$ cat config.mk
export PLATFORM = sky130hd
export DESIGN_NAME = fetch_aligner
export DESIGN_NICKNAME = d
export VERILOG_FILES = /design/src/rtl/fa_pkg.sv /design/src/rtl/fa_opcode_decode.sv /design/src/rtl/fa_field_extract.sv /design/src/rtl/fa_next_pc.sv /design/src/rtl/fetch_aligner.sv
export SDC_FILE = /design/constraint.sdc
export NUM_CORES = 1
export LEC_CHECK = 0
export ABC_AREA = 1
export BUFFER_PORTS_ARGS = -buffer_cell sky130_fd_sc_hd__buf_2
export CORE_MARGIN = 10
export CORE_UTILIZATION = 42
export DETAILED_ROUTE_END_ITERATION = 7
export GPL_ROUTABILITY_DRIVEN = 0
export PLACE_DENSITY = 0.95
export SKIP_LAST_GASP = 1
export SLEW_MARGIN = 20
export SYNTH_ARGS = -nofsm -noshare
export SYNTH_HDL_FRONTEND = slang
export SYNTH_SLANG_ARGS = --single-unit
$ cat constraint.sdc
create_clock -name vclk -period 4.1
set_input_delay 0 -clock vclk [all_inputs]
set_output_delay 0 -clock vclk [all_outputs]
set_load 0.03 [all_outputs]
$ cat src/rtl/fa_pkg.sv
// Package fa_pkg: shared opcode encodings and constants for the fetch aligner.
// Assumes a 4-bit opcode nibble; values 0xC..0xF are undefined instructions.
package fa_pkg;

    localparam int unsigned NIB_W = 4;

    typedef enum logic [NIB_W-1:0] {
        OP_NOP   = 4'h0,
        OP_HALT  = 4'h1,
        OP_RRMOV = 4'h2,
        OP_IRMOV = 4'h3,
        OP_RMMOV = 4'h4,
        OP_MRMOV = 4'h5,
        OP_ALU   = 4'h6,
        OP_JUMP  = 4'h7,
        OP_CALL  = 4'h8,
        OP_RET   = 4'h9,
        OP_PUSH  = 4'hA,
        OP_POP   = 4'hB
    } op_e;

    // Register identifier meaning "no register access".
    localparam logic [NIB_W-1:0] REG_NONE = 4'h8;

endpackage

$ cat src/rtl/fa_opcode_decode.sv
// Module fa_opcode_decode: splits the leading instruction byte into opcode and
// function code, and decodes the validity and the two presence predicates.
// Assumes the opcode is the high nibble. Undefined opcodes report no register
// byte and no constant, so they behave as one-byte instructions.
module fa_opcode_decode
    import fa_pkg::*;
(
    input  logic [7:0]       head_i,
    output logic [NIB_W-1:0] opcode_o,
    output logic [NIB_W-1:0] func_o,
    output logic             has_regs_o,
    output logic             has_const_o,
    output logic             valid_o
);

    assign opcode_o = head_i[7:4];
    assign func_o   = head_i[3:0];

    // Decode validity and the presence predicates from the opcode.
    always_comb begin
        has_regs_o  = 1'b0;
        has_const_o = 1'b0;
        valid_o     = 1'b1;
        case (opcode_o)
            OP_NOP, OP_HALT, OP_RET: ;
            OP_RRMOV, OP_ALU, OP_PUSH, OP_POP: has_regs_o = 1'b1;
            OP_IRMOV, OP_RMMOV, OP_MRMOV: begin
                has_regs_o  = 1'b1;
                has_const_o = 1'b1;
            end
            OP_JUMP, OP_CALL: has_const_o = 1'b1;
            default: valid_o = 1'b0;
        endcase
    end

endmodule

$ cat src/rtl/fa_field_extract.sv
// Module fa_field_extract: aligns the register fields and the constant word
// out of window bytes 1 onward. The constant starts one byte later when a
// register byte is present. Assumes little-endian constants; absent fields
// read as no-register and zero.
module fa_field_extract
    import fa_pkg::*;
#(
    parameter int unsigned WORD_BYTES = 4
) (
    input  logic [8*(WORD_BYTES+1)-1:0] tail_i,
    input  logic                        has_regs_i,
    input  logic                        has_const_i,
    output logic [NIB_W-1:0]            ra_o,
    output logic [NIB_W-1:0]            rb_o,
    output logic [8*WORD_BYTES-1:0]     valc_o
);

    localparam int unsigned WORD_W = 8 * WORD_BYTES;

    logic [WORD_W-1:0] word_after_regs;
    logic [WORD_W-1:0] word_direct;

    // Gather both candidate alignments of the constant, byte by byte.
    for (genvar k = 0; k < WORD_BYTES; k++) begin : g_word_byte
        assign word_direct[8*k +: 8]     = tail_i[8*k +: 8];
        assign word_after_regs[8*k +: 8] = tail_i[8*(k+1) +: 8];
    end

    // Select register fields, or force them to "none" when absent.
    always_comb begin
        if (has_regs_i) begin
            ra_o = tail_i[7:4];
            rb_o = tail_i[3:0];
        end else begin
            ra_o = REG_NONE;
            rb_o = REG_NONE;
        end
    end

    // Select the constant alignment, or zero when there is no constant.
    always_comb begin
        if (!has_const_i)
            valc_o = '0;
        else if (has_regs_i)
            valc_o = word_after_regs;
        else
            valc_o = word_direct;
    end

endmodule

$ cat src/rtl/fa_next_pc.sv
// Module fa_next_pc: computes the fall-through address from the PC and the
// presence predicates. Assumes a one-byte head, an optional one-byte register
// specifier and an optional WORD_BYTES constant; wraps modulo 2^ADDR_W.
module fa_next_pc #(
    parameter int unsigned ADDR_W     = 32,
    parameter int unsigned WORD_BYTES = 4
) (
    input  logic [ADDR_W-1:0] pc_i,
    input  logic              has_regs_i,
    input  logic              has_const_i,
    output logic [ADDR_W-1:0] valp_o
);

    localparam logic [ADDR_W-1:0] HEAD_LEN  = ADDR_W'(1);
    localparam logic [ADDR_W-1:0] REGS_LEN  = ADDR_W'(1);
    localparam logic [ADDR_W-1:0] CONST_LEN = ADDR_W'(WORD_BYTES);

    logic [ADDR_W-1:0] length;

    // Sum the instruction length from its parts.
    always_comb begin
        length = HEAD_LEN;
        if (has_regs_i)
            length = length + REGS_LEN;
        if (has_const_i)
            length = length + CONST_LEN;
    end

    assign valp_o = pc_i + length;

endmodule

$ cat src/rtl/fetch_aligner.sv
// Module fetch_aligner: combinational variable-length instruction fetch front
// end. Takes the PC and a window of WORD_BYTES+2 bytes starting at the PC, and
// returns the opcode, function code, register fields, constant, fall-through
// address and validity. Assumes the caller holds the PC and the memory.
module fetch_aligner
    import fa_pkg::*;
#(
    parameter int unsigned ADDR_W     = 32,
    parameter int unsigned WORD_BYTES = 4
) (
    input  logic [ADDR_W-1:0]           pc_i,
    input  logic [8*(WORD_BYTES+2)-1:0] win_i,
    output logic [3:0]                  opcode_o,
    output logic [3:0]                  func_o,
    output logic                        has_regs_o,
    output logic                        has_const_o,
    output logic [3:0]                  ra_o,
    output logic [3:0]                  rb_o,
    output logic [8*WORD_BYTES-1:0]     valc_o,
    output logic [ADDR_W-1:0]           valp_o,
    output logic                        valid_o
);

    localparam int unsigned WIN_W = 8 * (WORD_BYTES + 2);

    // Opcode split and predicates from byte 0.
    fa_opcode_decode u_decode (
        .head_i      (win_i[7:0]),
        .opcode_o    (opcode_o),
        .func_o      (func_o),
        .has_regs_o  (has_regs_o),
        .has_const_o (has_const_o),
        .valid_o     (valid_o)
    );

    // Field alignment from bytes 1 onward.
    fa_field_extract #(
        .WORD_BYTES (WORD_BYTES)
    ) u_extract (
        .tail_i      (win_i[WIN_W-1:8]),
        .has_regs_i  (has_regs_o),
        .has_const_i (has_const_o),
        .ra_o        (ra_o),
        .rb_o        (rb_o),
        .valc_o      (valc_o)
    );

    // Fall-through address.
    fa_next_pc #(
        .ADDR_W     (ADDR_W),
        .WORD_BYTES (WORD_BYTES)
    ) u_next_pc (
        .pc_i        (pc_i),
        .has_regs_i  (has_regs_o),
        .has_const_i (has_const_o),
        .valp_o      (valp_o)
    );

endmodule

==> Word-level counts from Yosys, hierarchy flattened <==
Index checks and enable logic that the tools add are counted.
{ "word_totals": {"latch_bits": 0, "wordCells": 26, "reg_bits": 0, "rom_bits": 0, "out_inout_bits": 83, "ramBits": 0, "in_bits": 80, "n_memories": 0} }
{ "classes": {"multipliers": 0, "div": 0, "eq_ne": 11, "n_shift": 0, "reduce_logical": 4, "mux": 9, "n_bitwise": 0, "order_cmp": 0, "addsub": 2} }
{ "op_table": {"columns": ["operator", "count"], "rows": [
  ["32-bit two-way mux", 3],
  ["32-bit adder", 1],
  ["4-bit by 3-bit == test with 1-bit output (second input constant)", 4],
  ["4-bit == test (second input constant)", 4],
  ["12-bit OR reduction", 1],
  ["4-bit by 2-bit == test with 1-bit output (second input constant)", 2],
  ["4-bit two-way mux", 2],
  ["7-bit OR reduction", 1],
  ["5-bit OR reduction", 1],
  ["2-bit by 3-bit adder with 4-bit output (second input constant)", 1],
  ["4-bit by 1-bit == test with 1-bit output (second input constant)", 1],
  ["4-bit zero test", 1],
  ["1-bit two-way mux", 3],
  ["2-bit two-way mux", 1]
]} }

==> Depth between registers and ports, before layout <==
Gate-level depths: netlist of run 1.
{ "depth": {"depth_word": 7, "depth_mapped": 15, "depth_no_buf": 15} }

==> By module <==
From an unflattened synthesis of run 1, not the netlist that was laid out.
{ "hier_totals": {"cells_unflattened": 427, "hier_area_um2": 2195.9} }
{ "modules_own_cells": {"columns": ["module", "cells_per_inst", "area_per_inst_um2", "n_inst", "seq_area_each_um2"], "rows": [
  ["fa_field_extract", 187, 1061.0, 1, 0.0],
  ["fa_next_pc", 217, 1012.2, 1, 0.0],
  ["fa_opcode_decode", 23, 122.6, 1, 0.0]
]} }

==> Least setup slack after synthesis of run 1 <==
OpenSTA, ideal clock, no wires.
{ "synth_timing": {"path_type": "in2out", "startpoint": "in win_i[6]", "endpoint": "out valp_o[15]", "arrival_ns": 1.893, "path_buffers": 0, "setup_slack_ns": 2.207, "required_ns": 4.100, "stages": 13, "path_cell_list": "inv_2 > nand3_1 > o31ai_1 > nor2_2 > inv_2 > ha_1 > nand2_1 > inv_1 > nand2_1 > nand2_4 > nand2_2 > nor2_2 > xor2_1"} }
{ "synth_via": {"elab_cells_between_ends": 17, "classes_between": "add/sub (2); eq/ne (9); mux (4); reduce/logical (2)"} }
{ "synth_rtl": {"columns": ["element", "line", "rtl"], "rows": [
  ["from (decl)", "fetch_aligner.sv:12", "input logic [8*(WORD_BYTES+2)-1:0] win_i,"],
  ["4-bit by 2-bit == test with 1-bit output (tied with other cells)", "fa_opcode_decode.sv:24", "case (opcode_o)"],
  ["5-bit OR reduction (no source line) *", null, null],
  ["1-bit two-way mux *", "fa_opcode_decode.sv:24", null],
  ["named net has_const_o", "fetch_aligner.sv:16", "output logic has_const_o,"],
  ["32-bit two-way mux *", "fa_next_pc.sv:25", "if (has_const_i)"],
  ["32-bit adder *", "fa_next_pc.sv:29", "assign valp_o = pc_i + length;"],
  ["to (decl)", "fetch_aligner.sv:20", "output logic [ADDR_W-1:0] valp_o,"]
]} }
Mark *: on every way through the listed nets, which the timed path passes. The rest lies on a longest branch.

==> Final worst setup path of run 1 <==
{ "layout_timing": {"startpoint": "in win_i[5]", "endpoint": "out valp_o[15]"} }
{ "layout_via": {"elab_chain_len": 7, "elab_cells_between_ends": 17, "classes_between": "add/sub (2); eq/ne (9); mux (4); reduce/logical (2)"} }
{ "layout_rtl": {"columns": ["element", "line", "rtl"], "rows": [
  ["4-bit by 2-bit == test with 1-bit output (tied with other cells)", "fa_opcode_decode.sv:24", null],
  ["7-bit OR reduction (no source line)", null, null],
  ["1-bit two-way mux", "fa_opcode_decode.sv:24", null],
  ["2-bit two-way mux", "fa_next_pc.sv:23", "if (has_regs_i)"],
  ["2-bit by 3-bit adder with 4-bit output", "fa_next_pc.sv:26", "length = length + CONST_LEN;"],
  ["32-bit two-way mux *", "fa_next_pc.sv:25", null],
  ["32-bit adder *", "fa_next_pc.sv:29", null]
]} }
Mark *: on every way between the ends. The rest lies on a longest branch, timed or not.

==> results of run 1 <==
[cell families (layout without fill, tap and decap cells)]
kind of cell,count (synthesis),count (layout),synth area share
other cells,0,2,0
buf+inv,64,201,0.169
fa+ha+maj,2,2,0.0147
xor+xnor,19,19,0.102
compound gates,43,43,0.139
simple gates,214,214,0.574
[worst max path at each step]
stage                  start    endpoint  slack, ns  depth (start not counted)
floorplan           win_i[6]  valp_o[15]       2.21                         13
global placement    win_i[6]  valp_o[15]       1.61                         15
detailed placement  win_i[6]  valp_o[15]       1.51                         15
CTS                 win_i[6]  valp_o[15]       1.50                         15
global route        win_i[6]  valp_o[25]       1.17                         16
finish              win_i[5]  valp_o[15]       1.48                         15
[cell type report]
type                            count  area share
Antenna cell                        2     0.00206
Inverter                           46      0.0712
Multi-Input combinational cell    278       0.581
Tap cell                           50      0.0258
Timing Repair Buffer              155       0.320
[routing by layer]
layer	routed length, um	vias to the layer above
met4	111	0
met1	2970	1179
li1	-	1352
met3	844	12
met5	0	-
met2	3940	158
[power groups by stage]
| stage | Combinational [W] | Clock [W] | Sequential [W] |
|---|---|---|---|
| finish | 0.000354 | 0.0000000000655 | 0 |
| global route | 0.000381 | 0.0000000000326 | 0 |
| CTS | 0.000354 | 0 | 0 |
| detailed placement | 0.000352 | 0 | 0 |
| global placement | 0.000348 | 0 | 0 |
| floorplan | 0.000240 | 0 | 0 |
[per-stage QoR]
step / instances / cell area (um2) / total power (W) / hold slack (ns) / setup slack, ns
2_1_floorplan: 342 / 1700 / 0.000240 / 0.123 / 2.21
3_3_place_gp: 529 / 2420 / 0.000348 / 0.000222 / 1.61
3_5_place_dp: 529 / 2420 / 0.000352 / 0.000222 / 1.51
4_1_cts: 529 / 2420 / 0.000354 / 0.000222 / 1.50
5_1_grt: 530 / 2420 / 0.000381 / 0.000174 / 1.17
6_report: 531 / 2430 / 0.000354 / 0.0000627 / 1.48
[layout by cell type (no fill, tap or decap), drive strengths merged, types with 8 or more instances in the layout]
| cell type | netlist | final |
|---|---|---|
| nand4 | 8 | 8 |
| inv | 46 | 46 |
| nor2 | 32 | 32 |
| o21ai | 8 | 8 |
| a21oi | 32 | 32 |
| buf | 17 | 155 |
| xnor2 | 9 | 9 |
| nand2 | 136 | 136 |
| nand3 | 21 | 21 |
| xor2 | 10 | 10 |
==> flow_summary.ini, run 1 <==
[run_status]
outcome = finished clean

[floorplan]
start_util = 0.431
dieArea_mm2 = 0.00699
ioPinCount = 163
dieWidth_um = 83.6
die_y_um = 83.6
core-area_mm2 = 0.00394
rows = 23

[drt]
wire_per_inst_um = 14.8
ant_nets = 0
dr.pass1.iters = 4
vias = 2701
drc = 0
drtIter0Drc = 114
drt-total-wl_um = 7860
viasPerCell = 5.09

[cells_and_area]
num-fill-cells = 388
area_delta_synth_final_pct = 42.9
nets = 563
seqCellArea_um2 = 0
utilization = 0.615
n_clock_buffer = 0
seq_cell_count = 0
drive_above_1_share = 0.378
multi_input_area_mm2 = 0.00141

[yosys]
synth_area_leaders = nand2_1, a21oi_1, inv_1
syn-num-nets = 424
ys_seq_area_frac = 0
synth_common_cells = nand2_1, inv_1, a21oi_1, nor2_1, nand3_1
syn-instance-count = 342
ys_warn_count = 0
yosysMostFrequentCell = nand2_1
yosys.area.top_type = nand2_1
synth_top_cell_area_share = 0.279
netlist_area_mm2 = 0.00170
synth_cell_types = 29
syn_area_per_cell_um2 = 4.96

[global_route]
use_met1 = 0.231
antenna_found_initial = 1
grt_pass1_vias = 2669
grt_pass1_wl_um = 12600
grt_start_max_net_pins = 47
use_met3 = 0.0352
overflow = 0
grt-busiest-layer = met2
grt_usage = 0.205
grtUsageMet2 = 0.392

[power_and_ir_drop]
switching_share = 0.709
clkPwrFrac = 0
intPower_w = 0.000103
comb_power_share = 1.000
powerDensity_mw_per_mm2 = 146
vdd_drop_max_mv = 0.0589
power.switching_w = 0.000251
leakage_nw = 1.47
pwr-share-seq = 0

[min_path]
holdPathEnd = func_o[0]
min_from = win_i[0]
hold_depth = 0
hold_class = in2out

[worst_setup_path]
end_kind = primary output
crit_slowest_cell = nor2_2
arrival_ns = 2.62
cp_num_buf_inv = 4
cp_cell_sequence = buf_2 > nor2_1 > nand3_1 > o31ai_1 > nor2_2 > inv_2 > ha_1 > nand2_1 > inv_1 > nand2_1 > nand2_4 > nand2_2 > nor2_2 > xor2_1 > buf_2
critical_path_class = in2out
path_max_fanout = 25
setup.worst_path.start_class = input port
cpPeakStageDelay_ns = 0.70
cpLargestDelayFamily = simple AND/OR/NAND/NOR gates
cp_data_required_time_ns = 4.10

[cts]
post_cts.repair.setup_buffers = 0
hold_buffers = 0
post_cts_resize_count = 0

[timing]
fin_crit_ns = 2.62
setup_viol = 0
hold_viol = 0
fmax_mhz = 381
rsz0062_at_grt = no
fin_tns_setup_ns = 0
post-route-period-util = 0.640
slew_viol_final = 0
slew_headroom = 0.382
worstMarginPinSlew_ns = 0.926

[placed_design]
dp_hpwl_um = 6950
io_buffers = 155

[job]
maxCapViolCount = 0
Power figures use the tool's default switching activity.
==> inputs of run 2 (changes only) <==
CORE_UTILIZATION = 35   (was 42)
PLACE_DENSITY = 0.9   (was 0.95)
clock period = 2.2 ns   (was 4.1 ns; I/O delays follow)
==> run 2 against run 1 <==
Via count down 1.8%. Critical path depth increased by 1. Highest routed layer unchanged. Clock-buffer cell count stayed put. Cell area up 1.3%. Wire length is 5.1% lower. First-iteration DRC count is 25% lower. Setup slack worse by 1.1 ns. Utilization down 9.5 points. Die area is 15% higher. Flip-flop and latch count is the same. Combinational power increased by 86%.
==> flow_summary.ini, run 2 (synthesis gave the netlist of run 1 again) <==
[cells_and_area]
n_antenna_cell = 0
seq_cell_count = 0
final_cells = 548
mostFrequentLayoutCell = buf_2
nets = 565
seqCellArea_um2 = 0
drive_above_1_share = 0.380
n_clock_buffer = 0
num-fill-cells = 475
area_delta_synth_final_pct = 44.7
final_cell_mix = buf_2, nand2_1, inv_1

[worst_setup_path]
path_max_fanout = 10
setup.worst_path.start_class = input port
end_kind = primary output
arrival_ns = 1.87
crit_start = win_i[6]
critical_path_class = in2out
cp_data_required_time_ns = 2.20

[timing]
fmax_mhz = 536
rsz0062_at_grt = no
worstMarginPinSlew_ns = 0.608
fin_tns_setup_ns = 0
fin_crit_ns = 1.87
fin_ws_ns = 0.335
slew_viol_final = 0
setup_viol = 0
post-route-period-util = 0.848
slew_headroom = 0.594
hold_viol = 0

[global_route]
antenna_found_initial = 0
grt_usage = 0.168
overflow = 0
grt-busiest-layer = met2
grt_start_max_net_pins = 47
grtUsageMet2 = 0.328
grt_pass1_wl_um = 11300
grt_pass1_vias = 2500
use_met3 = 0.0352
use_met1 = 0.176

[cts]
post_cts.repair.setup_buffers = 0
hold_buffers = 0
post_cts_resize_count = 0

[min_path]
hold_class = in2out
min_from = win_i[2]

[drt]
drc = 0
drt-total-wl_um = 7460
drtIter0Drc = 85
vias = 2653
dr.pass1.iters = 4
ant_nets = 0
viasPerCell = 4.84
wire_per_inst_um = 13.6

[floorplan]
ioPinCount = 163
die_y_um = 89.7
core-area_mm2 = 0.00472
rows = 25
dieArea_mm2 = 0.00804
start_util = 0.359
dieWidth_um = 89.7

[run_status]
outcome = finished clean

[power_and_ir_drop]
powerDensity_mw_per_mm2 = 268
power_w = 0.000659
vdd_drop_max_mv = 0.109
leakage_nw = 1.48

[placed_design]
dp_hpwl_um = 6660
dp_slack_ns = 0.363
io_buffers = 155
dp_cells = 548

[job]
maxCapViolCount = 0
-- run 2: cell types whose count changed in the layout (fill, tap and decap cells not counted), sizes merged --
cell / before / now
diode: 2 / 0
buf: 155 / 157
-- run 2: report_power, final --
group          internal, W  switching [W]
logic             0.000195       0.000464
clock network            0              0
registers                0              0
total             0.000195       0.000464
-- run 2: final cells by class --
class                      count  area (um2)  area share
multi-input combinational    278        1410       0.574
tap                           67        83.8      0.0341
timing repair buffer         157         791       0.322
inverter                      46         173      0.0703
-- run 2: metrics by stage --
| stage | hold WS, ns | utilization | instance area [um2] |
|---|---|---|---|
| global route | 0.000124 | 0.520 | 2460 |
| global placement | 0.000205 | 0.520 | 2460 |
| CTS | 0.000205 | 0.520 | 2460 |
| floorplan | 0.123 | - | 1700 |
| finish | 0.0000101 | 0.520 | 2460 |
| detailed placement | 0.000205 | 0.520 | 2460 |
-- run 2: worst paths after layout --
path / endpoint / slack, ns / cells past startpoint
worst min-delay path: func_o[2] / 0.00001 / 0
worst max-delay path: valp_o[17] / 0.33 / 16
-- run 2: critical path, stage by stage --
cell	delay, ns
buf_2	0.12
inv_2	0.05
nand3_1	0.07
o31ai_1	0.08
nor2_2	0.12
inv_2	0.10
ha_1	0.37
nand2_1	0.07
inv_1	0.05
nand2_1	0.08
nand2_4	0.13
nand3_1	0.15
nor2_1	0.13
nand3_1	0.08
nand2_1	0.07
buf_2	0.19
-- run 2: metal layers --
| metal | part of all wire | vias up |
|---|---|---|
| li1 | - | 1346 |
| met1 | 0.36 | 1147 |
| met2 | 0.49 | 145 |
| met3 | 0.13 | 15 |
| met4 | 0.020 | 0 |
| met5 | 0 | - |
